==> src/rtl/bxs_pkg.sv <==
package bxs_pkg;

    localparam int DW_OFS   = 3;              // byte offset bits of a doubleword
    localparam int LG_SHORT = 2;              // log2 of short line length
    localparam int LG_LONG  = 3;              // log2 of long line length
    localparam int IDX_W    = LG_LONG;

    typedef enum logic {
        ORD_XOR    = 1'b0,
        ORD_LINEAR = 1'b1
    } ord_e;

    typedef struct packed {
        ord_e             ord;
        logic             lg8;
        logic [IDX_W-1:0] start;
    } xfer_s;

    function automatic logic [IDX_W-1:0] last_idx(input logic lg8);
        return lg8 ? IDX_W'((1 << LG_LONG) - 1) : IDX_W'((1 << LG_SHORT) - 1);
    endfunction

    function automatic int unsigned line_bits(input logic lg8);
        return lg8 ? DW_OFS + LG_LONG : DW_OFS + LG_SHORT;
    endfunction

endpackage

==> src/rtl/bxs_mode_latch.sv <==
module bxs_mode_latch
    import bxs_pkg::*;
(
    input  logic clk,
    input  logic rst,
    input  logic load,
    input  logic want_linear,
    input  logic l2_present,
    output ord_e read_ord,
    output logic locked
);
    always_ff @(posedge clk) begin
        if (rst) begin
            read_ord <= ORD_XOR;
            locked   <= 1'b0;
        end else if (load && !locked) begin
            read_ord <= (want_linear && l2_present) ? ORD_LINEAR : ORD_XOR;
            locked   <= 1'b1;
        end
    end
endmodule

==> src/rtl/bxs_beat_ctr.sv <==
module bxs_beat_ctr
    import bxs_pkg::*;
(
    input  logic             clk,
    input  logic             rst,
    input  logic             start,
    input  logic             lg8,
    input  logic             adv,
    output logic             busy,
    output logic [IDX_W-1:0] beat,
    output logic             last
);
    assign last = busy && (beat == last_idx(lg8));

    always_ff @(posedge clk) begin
        if (rst) begin
            busy <= 1'b0;
            beat <= '0;
        end else if (start) begin
            busy <= 1'b1;
            beat <= '0;
        end else if (busy && adv) begin
            if (last) begin
                busy <= 1'b0;
                beat <= '0;
            end else begin
                beat <= beat + 1'b1;
            end
        end
    end
endmodule

==> src/rtl/bxs_index_gen.sv <==
module bxs_index_gen
    import bxs_pkg::*;
(
    input  xfer_s            xfer,
    input  logic [IDX_W-1:0] beat,
    output logic [IDX_W-1:0] idx
);
    always_comb begin
        unique case (xfer.ord)
            ORD_LINEAR: idx = beat;
            ORD_XOR:    idx = (xfer.start ^ beat) & last_idx(xfer.lg8);
            default:    idx = beat;
        endcase
    end
endmodule

==> src/rtl/blk_xfer_seq.sv <==
module blk_xfer_seq
    import bxs_pkg::*;
#(
    parameter int ADDR_W = 32
) (
    input  logic              clk,
    input  logic              rst,
    input  logic              boot_load,
    input  logic              boot_linear,
    input  logic              l2_present,
    input  logic              req_valid,
    input  logic              req_write,
    input  logic              req_blk8,
    input  logic [ADDR_W-1:0] req_addr,
    input  logic              beat_adv,
    output logic              busy,
    output logic [ADDR_W-1:0] bus_addr,
    output logic [IDX_W-1:0]  dw_idx,
    output logic              last_beat
);
    ord_e             read_ord;
    logic             mode_locked;
    logic             start;
    logic [IDX_W-1:0] beat;
    logic [IDX_W-1:0] gen_idx;
    xfer_s            xfer_q;
    xfer_s            xfer_d;
    logic [ADDR_W-1:0] addr_d;
    logic [ADDR_W-1:0] line_mask;
    logic [ADDR_W-1:0] dw_mask;

    assign start = req_valid && !busy;

    bxs_mode_latch mode_i (
        .clk        (clk),
        .rst        (rst),
        .load       (boot_load),
        .want_linear(boot_linear),
        .l2_present (l2_present),
        .read_ord   (read_ord),
        .locked     (mode_locked)
    );

    bxs_beat_ctr ctr_i (
        .clk  (clk),
        .rst  (rst),
        .start(start),
        .lg8  (xfer_q.lg8),
        .adv  (beat_adv),
        .busy (busy),
        .beat (beat),
        .last (last_beat)
    );

    bxs_index_gen gen_i (
        .xfer(xfer_q),
        .beat(beat),
        .idx (gen_idx)
    );

    always_comb begin
        line_mask = ~((ADDR_W'(1) << line_bits(req_blk8)) - ADDR_W'(1));
        dw_mask   = ~((ADDR_W'(1) << DW_OFS) - ADDR_W'(1));
        xfer_d.ord   = req_write ? ORD_LINEAR : read_ord;
        xfer_d.lg8   = req_blk8;
        xfer_d.start = req_addr[DW_OFS +: IDX_W] & last_idx(req_blk8);
        addr_d = (xfer_d.ord == ORD_LINEAR) ? (req_addr & line_mask)
                                            : (req_addr & dw_mask);
    end

    always_ff @(posedge clk) begin
        if (rst) begin
            xfer_q   <= '0;
            bus_addr <= '0;
        end else if (start) begin
            xfer_q   <= xfer_d;
            bus_addr <= addr_d;
        end
    end

    assign dw_idx = busy ? gen_idx : '0;
endmodule

==> config.mk <==
export PLATFORM = sky130hd
export DESIGN_NAME = blk_xfer_seq
export DESIGN_NICKNAME = d
export VERILOG_FILES = /design/src/rtl/bxs_pkg.sv /design/src/rtl/bxs_mode_latch.sv /design/src/rtl/bxs_beat_ctr.sv /design/src/rtl/bxs_index_gen.sv /design/src/rtl/blk_xfer_seq.sv
export SDC_FILE = /design/constraint.sdc
export NUM_CORES = 1
export LEC_CHECK = 0
export BUFFER_PORTS_ARGS = -buffer_cell sky130_fd_sc_hd__buf_2
export CAP_MARGIN = 20
export CORE_MARGIN = 10
export CORE_UTILIZATION = 45
export DETAILED_ROUTE_END_ITERATION = 16
export GPL_TIMING_DRIVEN = 0
export PLACE_DENSITY = 0.81
export SLEW_MARGIN = 10
export SYNTH_ARGS = -nofsm -noshare
export SYNTH_HDL_FRONTEND = slang
export SYNTH_SLANG_ARGS = --single-unit
==> constraint.sdc <==
create_clock -name clk -period 1.2 [get_ports clk]
set_input_delay 0.36 -clock clk [delete_from_list [all_inputs] [get_ports clk]]
set_output_delay 0.36 -clock clk [all_outputs]
set_load 0.02 [all_outputs]
## Word-level counts from Yosys, hierarchy flattened

Cells that the tools add are included.

| word-level totals | value |
|---|---|
| register bits after elaboration | 43 |
| bits of input ports | 41 |
| output and inout port bits | 37 |
| word-level logic and storage cells | 41 |

| operators by class | value |
|---|---|
| bitwise gates (word level) | 6 |
| shift-type cells | 1 |
| reduce and logical (&&, ||, !) cells | 11 |
| mux-type cells | 12 |
| equality and inequality tests | 1 |
| add/sub/neg operators | 2 |

Operator list:

| cell | count |
|---|---|
| 32-bit AND | 1 |
| 32-bit 2-to-1 mux | 1 |
| 32-bit NOT | 1 |
| 1-bit by 3-bit << shifter with 32-bit output (first input constant) | 1 |
| 32-bit by 2-bit subtractor with 32-bit output (second input constant) | 1 |
| 3-bit 2-to-1 mux | 4 |
| 3-bit AND | 2 |
| 3-bit case mux with 2 select lines | 1 |
| 1-bit logical AND | 5 |
| 1-bit 2-to-1 mux | 5 |
| 2-bit nonzero test | 2 |
| 3-bit by 1-bit adder with 3-bit output (second input constant) | 1 |
| 3-bit == test | 1 |
| 3-bit bitwise XOR | 1 |
| 1-bit logical NOT | 2 |
| 2-bit 2-to-1 mux | 1 |
| 2-bit AND reduction | 1 |
| 2-bit OR reduction | 1 |
| 1-bit NOT | 1 |

## Logic depth before layout (Yosys ltp)

| depth | value |
|---|---|
| depth in word-level cells | 6 |
| gate-level depth with buffers | 5 |
| gate-level depth less buffers | 4 |

## By module

A second synthesis with hierarchy kept.

| unflattened totals | value |
|---|---|
| cell total of the unflattened synthesis | 195 |
| area, all modules | 1696.6 um^2 |

Modules (own cells, without submodules):

| module | times used | area an instance (um^2) | sequential area each (um^2) | cells an instance |
|---|---|---|---|---|
| blk_xfer_seq | 1 | 1351.3 | 680.7 | 157 |
| bxs_beat_ctr | 1 | 206.4 | 80.1 | 22 |
| bxs_mode_latch | 1 | 70.1 | 40.0 | 8 |
| bxs_index_gen | 1 | 68.8 | 0.0 | 8 |

## Worst setup path before layout

Ideal clock, no wire load.

| timing | value |
|---|---|
| kind | reg2out |
| start | register ctr_i.busy |
| end | output port dw_idx[2] |
| data arrival time | 1.256 ns |
| stages on the path, launching flop included | 3 |
| required time | 0.840 ns |
| slack | -0.416 ns |
| buffers on the path | 1 |
| path through | dfxtp_1 > buf_2 > a21boi_0 |

| on the way | value |
|---|---|
| word-level cells in the longest chain between the ends | 1 |

Ends and longest elaborated chain:

| item | line | text |
|---|---|---|
| from (decl) | bxs_beat_ctr.sv:9 | `output logic busy,` |
| from (signal assigned) | bxs_beat_ctr.sv:17 | `busy <= 1'b0;` |
| from (signal assigned) | bxs_beat_ctr.sv:20 | `busy <= 1'b1;` |
| from (signal assigned) | bxs_beat_ctr.sv:24 | `busy <= 1'b0;` |
| 3-bit 2-to-1 mux | blk_xfer_seq.sv:81 | `assign dw_idx = busy ? gen_idx : '0;` |
| to (decl) | blk_xfer_seq.sv:18 | `output logic [IDX_W-1:0] dw_idx,` |

No other way between the ends.

## Worst setup path in the final report

| timing | value |
|---|---|
| start | register ctr_i.beat[2] |
| end | output port dw_idx[2] |

| on the way | value |
|---|---|
| word-level cells in the longest chain between the ends | 4 |

Ends and longest elaborated chain:

| item | line | text |
|---|---|---|
| from (decl) | bxs_beat_ctr.sv:10 | `output logic [IDX_W-1:0] beat,` |
| from (signal assigned) | bxs_beat_ctr.sv:27 | `beat <= beat + 1'b1;` |
| 3-bit bitwise XOR | bxs_index_gen.sv:11 | `ORD_XOR: idx = (xfer.start ^ beat) & last_idx(xfer.lg8);` |
| 3-bit AND | bxs_index_gen.sv:11 |  |
| 3-bit case mux with 2 select lines (*) | bxs_index_gen.sv:9 | `unique case (xfer.ord)` |
| 3-bit 2-to-1 mux (*) | blk_xfer_seq.sv:81 |  |

Every way passes the cells marked *; elsewhere a longest branch is shown, timed or not.

==> flow_summary_export.csv <==
group,metric,value,unit
synthesis,syn_area,0.00161,mm²
flow_run,cap_viol_max_count,0,
critical_path,path_cells,"nand4bb_4 > a21boi_4 > buf_6",
die,num_rows,21,
synthesis,synth_seq_area_share,49.8,%
cts,clock-sinks,40,
synthesis,synth.mux.area_fraction,0.623,%
drt,wl_met3,373,µm
critical_path,r2r_slack,0.02,ns
sta,rsz0062_at_grt,"true",
layout,final_cell_mix,"64 x nand2_1, 40 x buf_6, 38 x buf_2",
sta,finClkSkew,0.0106,ns
cts,cts_buffers,5,
drt,dr_wl_met2,2550,µm
drt,drt_first_pass_iters,6,
layout,areaGrowthSynthToFinish,56.7,%
cts,htree_levels,2,
synthesis,ys.flop_type,"dfxtp_1",
die,die-area,0.00636,mm²
die,die_h,79.8,µm
synthesis,synth-adder-area-share,0.778,%
sta,post-route-period-util,135,%
sta,worst_slack,-0.421,ns
drt,drc_errors,0,
critical_path,cp_slowest_cell,"dfxtp_4",
synthesis,yosys.area_share.simple,24.4,%
die,start_util,47.4,%
drt,antenna_left,0,
die,die_w,79.8,µm
drt,num_vias,1598,
pwr,power_density,1060,mW/mm²
critical_path,worst-path-buf-inv,1,
sta,max_freq,617,MHz
drt,wirelength,4730,µm
grt,grt.overflow.total,0,
critical_path,crit_required,0.84,ns
cts,cts_buffer_depth,2,
placement,numPortBuffers,71,
grt,gr-usage-all-layers,14.7,%
sta,setup_viol,5,
placement,dp_hpwl,3260,µm
critical_path,start_kind,"flip-flop",
critical_path,crit_type,"flip-flop to output pin",
layout,drive_gt1_share,52.7,%
critical_path,path_max_fanout,3,
synthesis,synth_xor_area_share,2.18,%
grt,grt_max_degree,13,
cts,clock-root-buffer,"clkbuf_4",
critical_path,worstPathArrival,1.26,ns
critical_path,critPathMaxStageDelay,0.38,ns
sta,hold_viol,0,
worst_hold_path,hold_class,"input pin to flip-flop",
critical_path,end_kind,"output pin",
die,io_pins,78,
sta,setup_tns,-1.59,ns
outcome,status,"finished, violations left",
layout,fillCellCount,256,
drt,via_per_inst,4.86,
critical_path,crit_family,"flip-flops",
synthesis,avgSynthCellArea,8.25,µm²
synthesis,async_flop_share,0,%
drt,drtIter0Drc,42,
synthesis,synth_compound_area_share,14.3,%
drt,wl_per_cell,14.4,µm
layout,nNetsFinal,325,
die,core_area,0.00339,mm²
placement,placed_cells,314,
cts,worst_skew_pair.late_latency,0.35,ns
sta,finalCriticalPeriod,1.62,ns
drt,highest_layer,"met4",
grt,antenna_found_initial,0,
synthesis,synth_warnings,0,
layout,fin_cells,329,
outcome,violations,"setup timing",
pwr,p_leak,1.09,nW
pwr,ir_drop,0.802,mV
layout,diodes,0,
layout,layout_commonest_cell,"nand2_1",
cts,path_clk_slew,0.12,ns
synthesis,synth_edf_count,0,
synthesis,syn_inst,195,
drt,routedLengthMet1,1760,µm
placement,place_congestion,0.735,
synthesis,synth_seq_cells,40,
sta,maxSlewViolCount,0,
sta,hold_ws,0.224,ns
synthesis,synth_top_family_by_area,"simple AND/OR/NAND/NOR gates",
grt,grt_pass1_vias,1572,
cts,cts_tree,"done",
grt,grt_pass1_wl,7430,µm
synthesis,ys_types,31,
-- metrics by stage --
step	cell area (µm²)	util (%)	power [W]	setup slack, ns
floorplan	1630	-	0.00175	0.0268
global placement	2040	60.3	0.00191	-0.130
detailed placement	2040	60.3	0.00192	-0.163
CTS	2440	72.1	0.00266	-0.431
global route	2520	74.3	0.00280	-0.470
finish	2520	74.3	0.00266	-0.421
-- layout make-up --
type,count,area [µm²],area share (%)
timing repair buffer,79,641,25.4
sequential,40,858,34.1
clock buffer,5,37.5,1.49
inverter,1,3.75,0.149
tap,46,57.6,2.29
clock inverter,2,12.5,0.497
multi-input combinational,140,779,30.9
buffer,16,129,5.12
-- state kept, by name (all words and copies together) (netlist names) --
register,count
bus_addr,29
xfer_q,5
ctr_i.beat,3
ctr_i.busy,1
mode_i.locked,1
mode_i.read_ord,1
-- layer usage --
layer,global-route usage [%],up-vias
met5,0,-
met4,4.75,0
met3,6.98,6
met2,26.2,47
met1,14.6,734
li1,-,811
-- what timing repair did --
action / CTS / global route
setup buffers: 2 / 6
endpoints found under the setup margin: 34 / 33
resized for setup: 114 / 9
hold buffers: 0 / 0
pin swaps: 3 / 2
-- report_power, final --
group / internal (W) / total, W / switching, W / leakage [nW]
Sequential: 0.00140 / 0.00146 / 0.0000595 / 0.344
Clock: 0.000214 / 0.000637 / 0.000424 / 0.0271
Combinational: 0.000285 / 0.000563 / 0.000278 / 0.716
Total: 0.00190 / 0.00266 / 0.000761 / 1.09
-- worst reg2reg max path, stage by stage (launching register included) --
cell,delay [ns]
dfxtp_4,0.38
buf_4,0.12
buf_4,0.10
or3b_1,0.33
a31oi_1,0.17
-- worst paths after layout --
kind,start,endpoint,depth (start not counted)
worst max-delay path,ctr_i.beat[2],dw_idx[2],3
worst min-delay path,req_addr[9],bus_addr[9],3
worst max register to register,ctr_i.beat[2],ctr_i.beat[2],4
worst min register to register,bus_addr[13],bus_addr[13],2
-- logic make-up (layout without fill, tap and decap cells) --
kind of cell,count (synthesis),in the layout
adder cells (fa/ha/maj),1,1
flip-flops,40,40
other,1,3
AO/OA/AOI/OAI,42,42
multiplexers,1,1
XOR/XNOR,4,4
buffers and inverters,17,103
AND/OR/NAND/NOR,89,89
-- cells in the mapped netlist, drive strengths merged, types with 2 or more instances --
library cell / n / area [µm²]
and2: 2 / 12.5
dfxtp: 40 / 801
xnor2: 3 / 26.3
clkbuf: 2 / 7.51
o21ai: 3 / 15.0
nand2b: 3 / 18.8
a21oi: 34 / 170
nand2: 64 / 240
buf: 14 / 111
nor2b: 2 / 15.0
nand4b: 2 / 17.5
nand3: 5 / 25.0
nor2: 7 / 26.3
Power figures use the tool's default switching activity.
